`config.mk`:
```
export PLATFORM = sky130hd
export DESIGN_NAME = wdt_guard
export DESIGN_NICKNAME = d
export VERILOG_FILES = /design/src/rtl/wdt_guard_pkg.sv /design/src/rtl/wdt_guard_rst_sync.sv /design/src/rtl/wdt_guard_ctrl.sv /design/src/rtl/wdt_guard_limit.sv /design/src/rtl/wdt_guard_count.sv /design/src/rtl/wdt_guard.sv
export SDC_FILE = /design/constraint.sdc
export NUM_CORES = 1
export LEC_CHECK = 0
export BUFFER_PORTS_ARGS = -buffer_cell sky130_fd_sc_hd__clkbuf_2
export CORE_MARGIN = 3
export CORE_UTILIZATION = 28
export CTS_BUF_LIST = sky130_fd_sc_hd__clkbuf_8
export CTS_CLUSTER_SIZE = 30
export DETAILED_ROUTE_END_ITERATION = 10
export GPL_ROUTABILITY_DRIVEN = 0
export PLACE_DENSITY = 0.52
export SLEW_MARGIN = 10
export SYNTH_ARGS = -nofsm -noshare
export SYNTH_HDL_FRONTEND = slang
export SYNTH_HIERARCHICAL = 1
export SYNTH_SLANG_ARGS = --single-unit
```
`constraint.sdc`:
```
create_clock -name clk -period 1.4 [get_ports clk]
set_clock_uncertainty 0.1 [all_clocks]
set_input_delay 0.07 -clock clk [delete_from_list [all_inputs] [get_ports clk]]
set_output_delay 0.07 -clock clk [all_outputs]
set_load 0.005 [all_outputs]
```
`src/rtl/wdt_guard_pkg.sv`:
```
package wdt_guard_pkg;
  localparam int SEL_W  = 3;
  localparam int N_SEL  = 1 << SEL_W;
  localparam int CTRL_W = SEL_W + 2;

  typedef struct packed {
    logic             arm;
    logic             en;
    logic [SEL_W-1:0] sel;
  } ctrl_t;
endpackage

```
`src/rtl/wdt_guard_rst_sync.sv`:
```
module wdt_guard_rst_sync #(
  parameter int STAGES = 2
) (
  input  logic clk,
  input  logic rst_n,
  output logic rst_n_s
);
  logic [STAGES-1:0] sync_q;
  logic [STAGES-1:0] sync_d;

  always_comb begin
    sync_d = {sync_q[STAGES-2:0], 1'b1};
  end

  always_ff @(posedge clk or negedge rst_n) begin
    if (!rst_n) sync_q <= '0;
    else        sync_q <= sync_d;
  end

  assign rst_n_s = sync_q[STAGES-1];
endmodule

```
`src/rtl/wdt_guard_ctrl.sv`:
```
module wdt_guard_ctrl
  import wdt_guard_pkg::*;
#(
  parameter int WIN_CYC = 4
) (
  input  logic  clk,
  input  logic  rst_n,
  input  logic  wr_en,
  input  ctrl_t wr_word,
  output ctrl_t ctrl_q
);
  localparam int WIN_W = $clog2(WIN_CYC + 1);

  ctrl_t            ctrl_d;
  logic [WIN_W-1:0] win_q;
  logic [WIN_W-1:0] win_d;
  logic             unlock_req;

  assign unlock_req = wr_word.arm & wr_word.en;

  always_comb begin
    ctrl_d = ctrl_q;
    win_d  = win_q;
    if (wr_en) begin
      ctrl_d.sel = wr_word.sel;
      // a running watchdog only stops when the window is open
      if (!ctrl_q.en || ctrl_q.arm) ctrl_d.en = wr_word.en;
      else                          ctrl_d.en = 1'b1;
      if (unlock_req) begin
        ctrl_d.arm = 1'b1;
        win_d      = WIN_W'(WIN_CYC);
      end else begin
        ctrl_d.arm = 1'b0;
        win_d      = '0;
      end
    end else if (ctrl_q.arm) begin
      if (win_q <= WIN_W'(1)) begin
        ctrl_d.arm = 1'b0;
        win_d      = '0;
      end else begin
        win_d = win_q - WIN_W'(1);
      end
    end
  end

  always_ff @(posedge clk or negedge rst_n) begin
    if (!rst_n) begin
      ctrl_q <= '0;
      win_q  <= '0;
    end else begin
      ctrl_q <= ctrl_d;
      win_q  <= win_d;
    end
  end
endmodule

```
`src/rtl/wdt_guard_limit.sv`:
```
module wdt_guard_limit
  import wdt_guard_pkg::*;
#(
  parameter int BASE_LOG2 = 14,
  parameter int CNT_W     = BASE_LOG2 + N_SEL
) (
  input  logic [SEL_W-1:0] sel,
  output logic [CNT_W-1:0] last_val
);
  logic [CNT_W-1:0] lim_tbl [N_SEL];

  for (genvar g = 0; g < N_SEL; g++) begin : g_lim
    assign lim_tbl[g] = (CNT_W'(1) << (BASE_LOG2 + g)) - CNT_W'(1);
  end

  assign last_val = lim_tbl[sel];
endmodule

```
`src/rtl/wdt_guard_count.sv`:
```
module wdt_guard_count #(
  parameter int CNT_W = 22
) (
  input  logic             clk,
  input  logic             rst_n,
  input  logic             run,
  input  logic             tick,
  input  logic             kick,
  input  logic [CNT_W-1:0] last_val,
  output logic [CNT_W-1:0] cnt_q,
  output logic             fire_q
);
  logic [CNT_W-1:0] cnt_d;
  logic             fire_d;
  logic             adv;

  assign adv = run & tick;

  always_comb begin
    cnt_d  = cnt_q;
    fire_d = 1'b0;
    if (kick) begin
      cnt_d = '0;
    end else if (adv) begin
      if (cnt_q >= last_val) begin
        cnt_d  = '0;
        fire_d = 1'b1;
      end else begin
        cnt_d = cnt_q + CNT_W'(1);
      end
    end
  end

  always_ff @(posedge clk or negedge rst_n) begin
    if (!rst_n) begin
      cnt_q  <= '0;
      fire_q <= 1'b0;
    end else begin
      cnt_q  <= cnt_d;
      fire_q <= fire_d;
    end
  end
endmodule

```
`src/rtl/wdt_guard.sv`:
```
module wdt_guard
  import wdt_guard_pkg::*;
#(
  parameter int BASE_LOG2 = 14,
  parameter int WIN_CYC   = 4
) (
  input  logic              clk,
  input  logic              rst_n,
  input  logic              wr_en,
  input  logic [CTRL_W-1:0] wr_data,
  input  logic              kick,
  input  logic              tick,
  output logic              wdt_rst,
  output logic [CTRL_W-1:0] ctrl_rd
);
  localparam int CNT_W = BASE_LOG2 + N_SEL;

  logic             rst_sync_n;
  ctrl_t            ctrl_q;
  logic [CNT_W-1:0] last_val;
  logic [CNT_W-1:0] cnt_q;

  wdt_guard_rst_sync #(.STAGES(2)) u_rst (
    .clk     (clk),
    .rst_n   (rst_n),
    .rst_n_s (rst_sync_n)
  );

  wdt_guard_ctrl #(.WIN_CYC(WIN_CYC)) u_ctrl (
    .clk     (clk),
    .rst_n   (rst_sync_n),
    .wr_en   (wr_en),
    .wr_word (ctrl_t'(wr_data)),
    .ctrl_q  (ctrl_q)
  );

  wdt_guard_limit #(.BASE_LOG2(BASE_LOG2), .CNT_W(CNT_W)) u_lim (
    .sel      (ctrl_q.sel),
    .last_val (last_val)
  );

  wdt_guard_count #(.CNT_W(CNT_W)) u_cnt (
    .clk      (clk),
    .rst_n    (rst_sync_n),
    .run      (ctrl_q.en),
    .tick     (tick),
    .kick     (kick),
    .last_val (last_val),
    .cnt_q    (cnt_q),
    .fire_q   (wdt_rst)
  );

  assign ctrl_rd = ctrl_q;
endmodule

```
==> reports/summary.txt, run 1 <==
outcome: finished with violations
failing checks: setup timing
first-pass GRT wire length: 10500 um
syn avg cell area: 8.49 um^2
crit-path max FO: 12
CTS clk-pin slew, worst paths: 70 ps
synth-to-layout area growth: 35.4%
Unique masters post-synth: 50
Vias/cell: 4.82
Post-synth EDFFs: 0
RSZ-0062 raised after global routing: yes
number of synthesized register bits: 33
final instance area: 3460 um^2
die height: 102 um
placed cell area: 3140 um^2
most frequent cells in the layout: buf_4, dfrtp_1, inv_1
share of layout cells above drive strength 1: 31.6%
kind of critical path: reg -> reg
post-route ant nets: 0
Remaining Overflow, GRT: 0
Initial DRC Count: 136
crit path launch: u_ctrl/ctrl_q[1]
largest net degree at the start of global routing: 32
R2R setup slack: -820 ps
CTS buffer count: 5
Comb power frac: 19.7%
WL per Instance: 12.9 um
CP endpoint kind: flip-flop
Initial Util: 29.0%
I/O pins: 16
post-layout min period: 2220 ps
Clock Path Buffers: 2
CTS tree: built
post-route clock period utilization: 159%
die area: 10300 um^2
maximum VDD drop: 0.407 mV
Overall Global Routing Usage: 12.8%
fill cell count: 873
Main synth FF type: dfrtp_1
switching part of the total power: 28.6%
Clock power frac: 32.3%
residual DRC count: 0
HPWL Detailed: 4700 um
H-tree levels: 2
hold wc startpoint: wr_en
dpl ws: -867 ps
Setup crit end: u_cnt/cnt_q[20]
Max Slew Vio Count: 0
Yosys warnings: 6
Clock Latency Late Sink: 280 ps
library cell used as clock root buffer: clkbuf_8
First-pass DRT Iterations: 4
via count of the first global-routing pass: 2212
ys async rst share: 100%
commonest non-fill, non-tap cell in the layout: buf_4
sequential share of power: 48.1%
Hold Vio Cnt, Final: 0
Critical Path Start Type: flip-flop
sequential fraction of the synthesis area: 32.3%
core area: 8810 um^2
sw power: 0.000607 W
Yosys top cell by area: dfrtp_1
Int Pwr: 0.00152 W
# rows: 34
fmax: 450 MHz
Chip Width: 102 um
worst r2r src: u_ctrl/ctrl_q[1]
# nets final: 417
final setup margin: -821 ps
Synth area leaders: dfrtp_1, ha_1, buf_4
r2r worst-path depth: 10
Max Cap Viol: 0
reg2reg end: u_cnt/cnt_q[20]
initial antenna violation count: 0
worst hold path type: in -> reg
Hold Path Cell Cnt: 2
Routed WL: 6340 um
final setup vio count: 23
Leak: 1.77 nW
WP data arrival: 2330 ps
Vias: 2366
Port Buf Inserts: 15
n_diodes: 0
post-synth top area share: 32.3%
CP required: 1510 ps
total power divided by cell area: 613 nW/um^2
cells after synthesis: 301
Cell Area, Synth: 2560 um^2
number of clock sinks: 33
## power by group through the flow
| stage | combinational (W) | sequential [W] | clock, W |
|---|---|---|---|
| floorplan | 0.000225 | 0.00105 | 0 |
| global placement | 0.000374 | 0.00103 | 0 |
| detailed placement | 0.000378 | 0.00104 | 0 |
| CTS | 0.000403 | 0.00102 | 0.000711 |
| global route | 0.000472 | 0.00103 | 0.000746 |
| finish | 0.000417 | 0.00102 | 0.000685 |
## layer usage
| layer | track usage [%] | vias up | share of wire, % |
|---|---|---|---|
| met5 | 0 | - | 0 |
| met4 | 5.52 | 0 | 1.5 |
| met3 | 1.52 | 6 | 2.9 |
| met2 | 20.8 | 39 | 49 |
| met1 | 17.1 | 1111 | 47 |
| li1 | - | 1210 | - |
## state kept, by name, indices dropped and copies added (netlist names)
name / count
u_ctrl/win_q: 3
u_cnt/cnt_q: 22
u_rst/sync_q: 2
u_cnt/fire_q: 1
u_ctrl/ctrl_q: 5
## how the worst min path moves through the flow
stage | endpoint | slack [ps]
after global routing | u_ctrl/win_q[1] | 50
after CTS | u_ctrl/win_q[1] | 40
final | u_ctrl/win_q[1] | 30
after floorplan | u_rst/sync_q[0] | -330
after detailed placement | u_rst/sync_q[0] | -240
after global placement | u_rst/sync_q[0] | -240
## repair_timing
action,4_1_cts,5_1_grt
pin swaps,3,6
endpoints found under the setup margin,23,24
setup buffers,3,0
hold endpoints to repair,7,0
resized for setup,17,14
cloned,0,0
hold buffers,7,0
## worst max-delay path: stages, from the launching register on
cell	delay, ps
dfrtp_1	430
or3_1	390
inv_1	60
ha_1	210
nand4_1	110
nor4_2	60
a22oi_2	240
buf_6	210
buf_6	120
nand4_1	90
mux2i_1	130
## cell type report
class | instances | area [um^2] | area share [%]
multi-input combinational | 225 | 1650 | 47.7
clock inverter | 3 | 11.3 | 0.325
sequential | 33 | 827 | 23.9
clock buffer | 5 | 68.8 | 1.99
inverter | 31 | 116 | 3.36
tap | 108 | 135 | 3.90
timing repair buffer | 86 | 652 | 18.8
## synth_stat cells, drive strengths merged (2+ instances only)
cell,n
o221ai,2
o31ai,2
nor2,25
nor2b,2
buf,18
o211ai,3
a21oi,12
and3,2
nor3,5
a31oi,8
nand3,17
clkbuf,7
ha,25
a22oi,2
nand2b,3
and2,7
a41oi,6
o2111ai,9
mux2,3
nand4,13
or2,3
conb,3
mux2i,2
o21a,2
nor4,3
dfrtp,33
nand2,31
inv,31
o21ai,10
## cell families after synthesis
family | after synthesis | share of synthesized area (%)
fa+ha+maj | 25 | 12.2
xor+xnor | 1 | 0.343
compound gates | 63 | 18.4
mux | 5 | 2.10
buf+inv | 56 | 10.7
simple gates | 115 | 23.5
flops | 33 | 32.3
other cells | 3 | 0.440
## through the flow
stage	util (%)	hold WS, ps	std cells	power, W	TNS, ps
after floorplan	-	-326	314	0.00128	-16800
after global placement	35.7	-243	473	0.00141	-17390
after detailed placement	35.7	-240	473	0.00142	-17900
after CTS	38.6	36.0	491	0.00213	-17150
after global routing	39.3	49.7	491	0.00224	-19940
final	39.3	34.9	491	0.00212	-17300
Note: power is estimated with default switching activity, not from simulation.
==> run 2: changes to the inputs <==
--- a/config.mk
+++ b/config.mk
@@ -9,7 +9,7 @@
 export CORE_MARGIN = 3
 export CORE_UTILIZATION = 28
 export CTS_BUF_LIST = sky130_fd_sc_hd__clkbuf_8
-export CTS_CLUSTER_SIZE = 30
+export CTS_CLUSTER_SIZE = 24
 export DETAILED_ROUTE_END_ITERATION = 10
 export GPL_ROUTABILITY_DRIVEN = 0
 export PLACE_DENSITY = 0.52
==> constraint.sdc (replaced) <==
create_clock -name clk -period 1.4 [get_ports clk]
set_clock_uncertainty 0.1 [all_clocks]
set_input_delay 0 -clock clk [delete_from_list [all_inputs] [get_ports clk]]
set_output_delay 0 -clock clk [all_outputs]
set_load 0.005 [all_outputs]
==> reports/summary.txt, run 2 (synthesis results as in run 1) <==
reg2reg end: u_cnt/cnt_q[20]
hold slack: 15.2 ps
failing checks: setup timing
Hold Vio Cnt, Final: 0
synth-to-layout area growth: 35.8%
core area: 8810 um^2
WL per Instance: 12.8 um
crit-path max FO: 12
maximum VDD drop: 0.407 mV
r2r worst-path depth: 10
n_diodes: 0
Initial Util: 29.0%
Initial DRC Count: 105
worst hold path type: in -> reg
kind of critical path: reg -> reg
post-route clock period utilization: 158%
# rows: 34
Multi-input gate area: 1650 um^2
Routed WL: 6310 um
total power divided by cell area: 613 nW/um^2
CTS tree: built
share of layout cells above drive strength 1: 31.5%
placed cell area: 3140 um^2
fill cell count: 872
fmax: 451 MHz
residual DRC count: 0
die height: 102 um
Worst path slowest cell: dfrtp_1
Register Area: 827 um^2
hold wc startpoint: kick
CTS buffer count: 5
Max Cap Viol: 0
Overall Global Routing Usage: 12.9%
outcome: finished with violations
Clock Path Buffers: 2
final instance area: 3470 um^2
die area: 10300 um^2
number of clock sinks: 33
most frequent cells in the layout: buf_4, dfrtp_1, inv_1
crit-path max cell delay: 430 ps
Remaining Overflow, GRT: 0
largest reg by FF count: u_cnt/cnt_q
# nets final: 418
dpl ws: -867 ps
first-pass GRT wire length: 10500 um
Largest regs: u_cnt/cnt_q x22, u_ctrl/ctrl_q x5, u_ctrl/win_q x3
final setup vio count: 23
Vias/cell: 4.78
commonest non-fill, non-tap cell in the layout: buf_4
via count of the first global-routing pass: 2220
post-layout min period: 2220 ps
Vias: 2352
WP data arrival: 2330 ps
largest net degree at the start of global routing: 32
Worst Hold End: u_cnt/cnt_q[9]
library cell used as clock root buffer: clkbuf_8
H-tree levels: 2
CP required: 1510 ps
Max Slew Vio Count: 0
CP cell instances: or3_1, inv_1, ha_1, nand4_1, nor4_2, a22oi_2, buf_6, buf_6, nand4_1, mux2i_1
worst r2r src: u_ctrl/ctrl_q[1]
RSZ-0062 raised after global routing: yes
First-pass DRT Iterations: 4
Port Buf Inserts: 15
CP endpoint kind: flip-flop
Critical Path Start Type: flip-flop
I/O pins: 16
R2R setup slack: -820 ps
Leak: 1.78 nW
Hold Path Cell Cnt: 4
post-route ant nets: 0
Chip Width: 102 um
HPWL Detailed: 4700 um
initial antenna violation count: 0
CTS clk-pin slew, worst paths: 70 ps
number of flip-flops in the largest register: 22
final setup margin: -816 ps
Clock Latency Late Sink: 290 ps
## run 2: cell types whose count changed in the layout (fill, tap and decap cells not counted), sizes merged
cell / change
dlygate4sd3: +1
## run 2: per-stage QoR
stage / instances / utilization, % / setup TNS (ps) / total power (W)
2_1_floorplan: 314 / - / -16800 / 0.00128
3_3_place_gp: 473 / 35.7 / -17390 / 0.00141
3_5_place_dp: 473 / 35.7 / -17900 / 0.00142
4_1_cts: 492 / 38.7 / -17150 / 0.00214
5_1_grt: 492 / 39.4 / -19940 / 0.00225
6_report: 492 / 39.4 / -17090 / 0.00213
## run 2: cell type report
type | count | area share, %
repair buffers | 87 | 19.1
flip-flops and latches | 33 | 23.8
clock inverters | 3 | 0.324
well taps | 108 | 3.89
inverters | 31 | 3.35
multi-input cells | 225 | 47.6
clock buffers | 5 | 1.98
## run 2: repair_timing
action	in CTS	in global routing
pin swaps	3	6
buffers inserted	3	0
resized for setup	17	14
setup endpoints to repair	23	24
endpoints found under the hold margin	9	0
hold buffers	8	0
## run 2: critical path, delay by kind of cell, from the launching register on
family          cells  cell delay, ps
compound gates      1             240
fa+ha+maj           1             210
buf+inv             3             390
flops               1             430
mux                 1             130
simple gates        4             650
## run 2: power by group
part / switching [W] / internal [W] / total [W]
logic: 0.000218 / 0.000200 / 0.000418
registers: 0.0000343 / 0.000986 / 0.00102
clock network: 0.000357 / 0.000332 / 0.000689
total: 0.000610 / 0.00152 / 0.00213
## run 2: worst max-delay path by stage
stage,start,depth (start not counted),endpoint
2_1_floorplan,u_ctrl/ctrl_q[1],9,u_cnt/cnt_q[11]
3_3_place_gp,u_ctrl/ctrl_q[1],9,u_cnt/cnt_q[20]
3_5_place_dp,u_ctrl/ctrl_q[1],9,u_cnt/cnt_q[8]
4_1_cts,u_ctrl/ctrl_q[1],9,u_cnt/cnt_q[2]
5_1_grt,u_ctrl/ctrl_q[1],9,u_cnt/cnt_q[18]
6_report,u_ctrl/ctrl_q[1],10,u_cnt/cnt_q[20]
## run 2: routing by layer
layer	vias to the layer above	share of wire, %	global-route usage (%)	routed length (um)
met5	-	0	0	0
met4	0	2.2	5.52	136
met3	10	2.2	1.52	140
met2	24	49	21.0	3080
met1	1106	47	17.2	2950
li1	1212	-	-	-
